--- config.mk ---
export PLATFORM = sky130hd
export DESIGN_NAME = cluster_pwr_gatekeeper
export DESIGN_NICKNAME = d
export VERILOG_FILES = /design/src/rtl/gk_pkg.sv /design/src/rtl/gk_core_vote.sv /design/src/rtl/gk_req_decode.sv /design/src/rtl/gk_seq_fsm.sv /design/src/rtl/gk_out_decode.sv /design/src/rtl/cluster_pwr_gatekeeper.sv
export SDC_FILE = /design/constraint.sdc
export NUM_CORES = 1
export LEC_CHECK = 0
export ABC_AREA = 0
export BUFFER_PORTS_ARGS = -buffer_cell sky130_fd_sc_hd__buf_2
export CAP_MARGIN = 20
export CORE_AREA = 2 2 39 41
export CTS_CLUSTER_SIZE = 30
export DETAILED_ROUTE_END_ITERATION = 12
export DIE_AREA = 0 0 41 43
export PLACE_DENSITY_LB_ADDON = 0.12
export SLEW_MARGIN = 20
export SYNTH_ARGS = -nofsm -noshare
export SYNTH_HDL_FRONTEND = slang
export SYNTH_SLANG_ARGS = --single-unit
--- constraint.sdc ---
create_clock -name clk -period 1.4 [get_ports clk]
set_clock_uncertainty 0.15 [all_clocks]
set_input_delay 0.28 -clock clk [delete_from_list [all_inputs] [get_ports clk]]
set_output_delay 0.28 -clock clk [all_outputs]
set_load 0.03 [all_outputs]
--- src/rtl/gk_pkg.sv ---
package gk_pkg;

    // Controller states of the gatekeeper sequencer
    typedef enum logic [2:0] {
        ST_RUN    = 3'd0,
        ST_FLUSH  = 3'd1,
        ST_SNOOP  = 3'd2,
        ST_GRANT  = 3'd3,
        ST_REFUSE = 3'd4,
        ST_DOWN   = 3'd5
    } gk_state_e;

    // Decoded request class
    typedef struct packed {
        logic want_off;
        logic want_on;
        logic bad_code;
    } gk_req_t;

endpackage

--- src/rtl/gk_core_vote.sv ---
module gk_core_vote #(
    parameter int NUM_CORES = 4
) (
    input  logic [NUM_CORES-1:0] core_off,
    output logic                 all_off,
    output logic                 any_awake
);

    localparam int LAST = NUM_CORES - 1;

    // Chain of partial AND terms, one per core
    logic [NUM_CORES-1:0] chain;

    generate
        for (genvar g = 0; g < NUM_CORES; g++) begin : g_chain
            if (g == 0) begin : g_first
                assign chain[g] = core_off[g];
            end else begin : g_next
                assign chain[g] = chain[g-1] & core_off[g];
            end
        end
    endgenerate

    assign all_off   = chain[LAST];
    assign any_awake = ~chain[LAST];

endmodule

--- src/rtl/gk_req_decode.sv ---
module gk_req_decode
    import gk_pkg::*;
#(
    parameter int                      PSTATE_W = 2,
    parameter logic [PSTATE_W-1:0]     CODE_OFF = '0,
    parameter logic [PSTATE_W-1:0]     CODE_ON  = PSTATE_W'(1)
) (
    input  logic                preq,
    input  logic [PSTATE_W-1:0] pstate,
    output gk_req_t             req
);

    always_comb begin
        req          = '0;
        req.want_off = preq && (pstate == CODE_OFF);
        req.want_on  = preq && (pstate == CODE_ON);
        req.bad_code = preq && (pstate != CODE_OFF) && (pstate != CODE_ON);
    end

endmodule

--- src/rtl/gk_seq_fsm.sv ---
module gk_seq_fsm
    import gk_pkg::*;
(
    input  logic      clk,
    input  logic      rst_n,
    input  logic      preq,
    input  gk_req_t   req,
    input  logic      all_off,
    input  logic      flush_done,
    input  logic      snoop_ack,
    output gk_state_e state
);

    gk_state_e state_d;
    logic      off_q;
    logic      off_d;

    // State register, including the recorded cluster power state
    always_ff @(posedge clk or negedge rst_n) begin
        if (!rst_n) begin
            state <= ST_RUN;
            off_q <= 1'b0;
        end else begin
            state <= state_d;
            off_q <= off_d;
        end
    end

    // Next-state logic
    always_comb begin
        state_d = state;
        off_d   = off_q;
        unique case (state)
            ST_RUN: begin
                if (req.bad_code) begin
                    state_d = ST_REFUSE;
                end else if (req.want_on) begin
                    state_d = ST_GRANT;
                end else if (req.want_off) begin
                    state_d = all_off ? ST_FLUSH : ST_REFUSE;
                end
            end
            ST_DOWN: begin
                if (req.bad_code) begin
                    state_d = ST_REFUSE;
                end else if (req.want_on || req.want_off) begin
                    state_d = ST_GRANT;
                    off_d   = req.want_off;
                end
            end
            ST_FLUSH: begin
                if (!all_off) begin
                    state_d = ST_REFUSE;
                end else if (flush_done) begin
                    state_d = ST_SNOOP;
                end
            end
            ST_SNOOP: begin
                if (snoop_ack) begin
                    state_d = ST_GRANT;
                    off_d   = 1'b1;
                end
            end
            ST_GRANT, ST_REFUSE: begin
                if (!preq) begin
                    state_d = off_q ? ST_DOWN : ST_RUN;
                end
            end
            default: begin
                state_d = ST_RUN;
                off_d   = 1'b0;
            end
        endcase
    end

endmodule

--- src/rtl/gk_out_decode.sv ---
module gk_out_decode
    import gk_pkg::*;
(
    input  gk_state_e state,
    output logic      paccept,
    output logic      pdeny,
    output logic      flush_req,
    output logic      snoop_off_req
);

    // Moore outputs, one per handshake
    always_comb begin
        paccept       = 1'b0;
        pdeny         = 1'b0;
        flush_req     = 1'b0;
        snoop_off_req = 1'b0;
        unique case (state)
            ST_FLUSH:  flush_req     = 1'b1;
            ST_SNOOP:  snoop_off_req = 1'b1;
            ST_GRANT:  paccept       = 1'b1;
            ST_REFUSE: pdeny         = 1'b1;
            ST_RUN, ST_DOWN: ;
            default: ;
        endcase
    end

endmodule

--- src/rtl/cluster_pwr_gatekeeper.sv ---
module cluster_pwr_gatekeeper
    import gk_pkg::*;
#(
    parameter int NUM_CORES = 4,
    parameter int PSTATE_W  = 2
) (
    input  logic                 clk,
    input  logic                 rst_n,
    input  logic [NUM_CORES-1:0] core_off,
    input  logic                 preq,
    input  logic [PSTATE_W-1:0]  pstate,
    output logic                 paccept,
    output logic                 pdeny,
    output logic                 pactive,
    output logic                 flush_req,
    input  logic                 flush_done,
    output logic                 snoop_off_req,
    input  logic                 snoop_ack
);

    localparam logic [PSTATE_W-1:0] CODE_OFF = '0;
    localparam logic [PSTATE_W-1:0] CODE_ON  = PSTATE_W'(1);

    logic      all_off;
    logic      any_awake;
    gk_req_t   req;
    gk_state_e state;

    gk_core_vote #(.NUM_CORES(NUM_CORES)) u_vote (
        .core_off  (core_off),
        .all_off   (all_off),
        .any_awake (any_awake)
    );

    gk_req_decode #(
        .PSTATE_W (PSTATE_W),
        .CODE_OFF (CODE_OFF),
        .CODE_ON  (CODE_ON)
    ) u_dec (
        .preq   (preq),
        .pstate (pstate),
        .req    (req)
    );

    gk_seq_fsm u_fsm (
        .clk        (clk),
        .rst_n      (rst_n),
        .preq       (preq),
        .req        (req),
        .all_off    (all_off),
        .flush_done (flush_done),
        .snoop_ack  (snoop_ack),
        .state      (state)
    );

    gk_out_decode u_out (
        .state         (state),
        .paccept       (paccept),
        .pdeny         (pdeny),
        .flush_req     (flush_req),
        .snoop_off_req (snoop_off_req)
    );

    assign pactive = any_awake;

endmodule

==> metrics.yaml <==
slew_violations: 0
root_buffer: "clkbuf_4"
worst_pin_slew_ns: 0.2878
antenna_found_initial: 0
fillers: 130
post-route-period-util_pct: 114.8
syn-num-nets: 68
crit_required_ns: 1.37
vias: 571
row_count: 14
ys.flop_type: "dfrtp_1"
grt_max_degree: 8
ios: 16
grt_util_all_layers_pct: 20.16
synth_area_um2: 469.2
postRouteAntennaNets: 0
dp_worst_setup_slack_ns: -0.1187
die_area_mm2: 0.001763
ys_types: 34
core_area_mm2: 0.001384
antenna_cells: 0
grt_pass1_wl_um: 2380
reg2reg_to: "u_fsm.state[2]"
port_buffers: 15
clkLatencyLatePin_ns: 0.24
finalNetCount: 109
dp_hpwl_um: 989.3
drt_pre_antenna_iters: 4
clockBufferDepth: 2
fin_ws_ns: -0.2073
reg2reg_slack_ns: -0.21
power_density_mw_per_mm2: 2277
failed_checks: "negative setup slack"
power_switching_uw: 812.1
cp_data_arrival_time_ns: 1.58
clockPowerShare_pct: 7.8
wl_per_cell_um: 13.37
synth-seq-cells: 4
p_int_mw: 1.108
reg2reg_from: "u_fsm.state[1]"
setup_violations: 8
syn_to_final_growth_pct: 79.73
die_x_um: 41
startpoint_type: "register"
max-vdd-ir-drop_mv: 1.529
clkTransAtPathRegs_ns: 0.04
via_per_inst: 5.098
worst-r2r-cell-count: 5
gp_congestion: 0.8152
synth_edf_count: 0
yosysSeqAreaShare_pct: 21.33
h-tree-depth: 1
cts-buffers-inserted: 3
initial_utilization_pct: 33.91
pwr-share-comb_pct: 78.3
drt_iter0_markers: 11
die_h_um: 43
hp-class: "in -> async"
cts_tree: "built"
syn_inst: 57
grt_pass1_vias: 562
max_freq_mhz: 622.2
finalWirelength_um: 1497
cp_max_fo: 6
relSlewSlack_pct: 80.76
status: "complete, but fails checks"
hold_viol_final: 0
synth-async-reset-ratio_pct: 100.0
drive_gt1_share_pct: 64.58
rsz0062_at_grt: "yes"
worstSetupPathType: "reg -> reg"
p_leak_nw: 0.4000
fin_area_um2: 843.3
netSwitchingFraction_pct: 42.28
drc: 0
power_mw: 1.921
placed_area_um2: 638.1
drv_cap: 0
clock-sinks: 4
overflow: 0
ys_warn_count: 0
critPathCaptureType: "register"
p_seq_share_pct: 13.9
fin_crit_ns: 1.607
syn_area_per_cell_um2: 8.232
==> cell usage in the layout (no fill, tap or decap), drive strengths merged <==
cell and count:
o31ai 2, mux2 1, nand3b 1, buf 39, a21oi 1, o32a 1
nand2b 3, or3b 1, a31oi 1, o22ai 2, o2111ai 1, nor2b 2
o22a 3, inv 3, nand2 5, a21o 1, nand4 2, a211o 1
clkbuf 3, mux2i 1, nand3 3, a2bb2oi 1, o32ai 1, o21ai 3
xor2 1, nor2 5, nor3b 1, xnor2 1, or2 1, dlygate4sd3 1
dfrtp 4
==> logic make-up (layout without fill, tap and decap cells) <==
kind of cell | after synthesis | after routing | share of synthesized area [%]
buf+inv | 7 | 46 | 10.40
mux | 2 | 2 | 4.533
compound gates | 18 | 18 | 30.40
xor+xnor | 2 | 2 | 3.734
simple gates | 24 | 24 | 29.60
flops | 4 | 4 | 21.33
==> through the flow <==
step	setup TNS [ns]	hold slack, ns	std cells	util [%]
floorplan	-0.2486	-0.1656	57	-
global placement	-0.4998	-0.06008	96	46.11
detailed placement	-0.5079	-0.05929	96	46.11
CTS	-1.205	0.2181	110	59.31
global route	-1.633	0.2301	112	60.94
finish	-1.202	0.2371	112	60.94
==> critical path, stage by stage, from the launching register on <==
cell and delay, ns:
dfrtp_2 0.45, buf_4 0.16, buf_4 0.13, mux2i_1 0.11, o22a_1 0.19, o32ai_1 0.30
==> timing repair <==
action,in CTS,in global routing
endpoints found under the hold margin,4,0
gates cloned,0,0
endpoints found under the setup margin,8,8
setup buffers,10,2
pin swaps,2,2
hold buffers,1,0
gates resized for setup,20,4
==> power by group through the flow <==
stage | sequential (mW) | combinational (mW) | clock [mW]
after floorplan | 0.238 | 0.784 | 0
after global placement | 0.261 | 1.05 | 0
after global routing | 0.277 | 1.61 | 0.165
final | 0.267 | 1.50 | 0.149
after CTS | 0.263 | 1.42 | 0.153
after detailed placement | 0.260 | 1.04 | 0
==> worst max-delay path by stage <==
| stage | from | end | slack (ns) | depth (start not counted) |
|---|---|---|---|---|
| finish | u_fsm.state[1] | u_fsm.state[2] | -0.21 | 5 |
| CTS | u_fsm.state[2] | snoop_off_req | -0.20 | 5 |
| floorplan | core_off[3] | u_fsm.state[2] | -0.09 | 4 |
| global route | u_fsm.state[0] | snoop_off_req | -0.25 | 5 |
| global placement | u_fsm.state[0] | snoop_off_req | -0.13 | 5 |
| detailed placement | u_fsm.state[0] | u_fsm.state[0] | -0.12 | 5 |
==> area by class of cell <==
type	count	area, um^2	area share [%]
multi-input cells	46	381.6	45.25
well taps	16	20.02	2.374
repair buffers	40	305.3	36.20
clock buffers	3	22.52	2.671
flip-flops and latches	4	102.6	12.17
inverters	3	11.26	1.335
==> cell usage after synthesis, types with 2 or more instances <==
cell type,n,area (um^2)
nor2b_1,2,12.51
buf_4,2,15.01
o22a_1,3,26.28
nand4_1,2,12.51
nand2b_1,2,12.51
buf_6,2,22.52
dfrtp_1,4,100.1
nor2_1,5,18.77
o31ai_1,2,15.01
nand2_1,5,18.77
inv_1,2,7.510
nand3_1,3,15.01
o22ai_1,2,12.51
==> metal layers <==
metal,GRT usage (%),vias up,share of wire (%)
met5,0,-,0
li1,-,293,-
met1,23.45,264,44
met3,6.283,0,3.2
met2,34.38,14,53
met4,4.000,0,0
==> state kept, by name, indices dropped and copies added, names as in the netlist <==
name and cells:
u_fsm.off_q 1, u_fsm.state 3
Power figures use the tool's default switching activity.
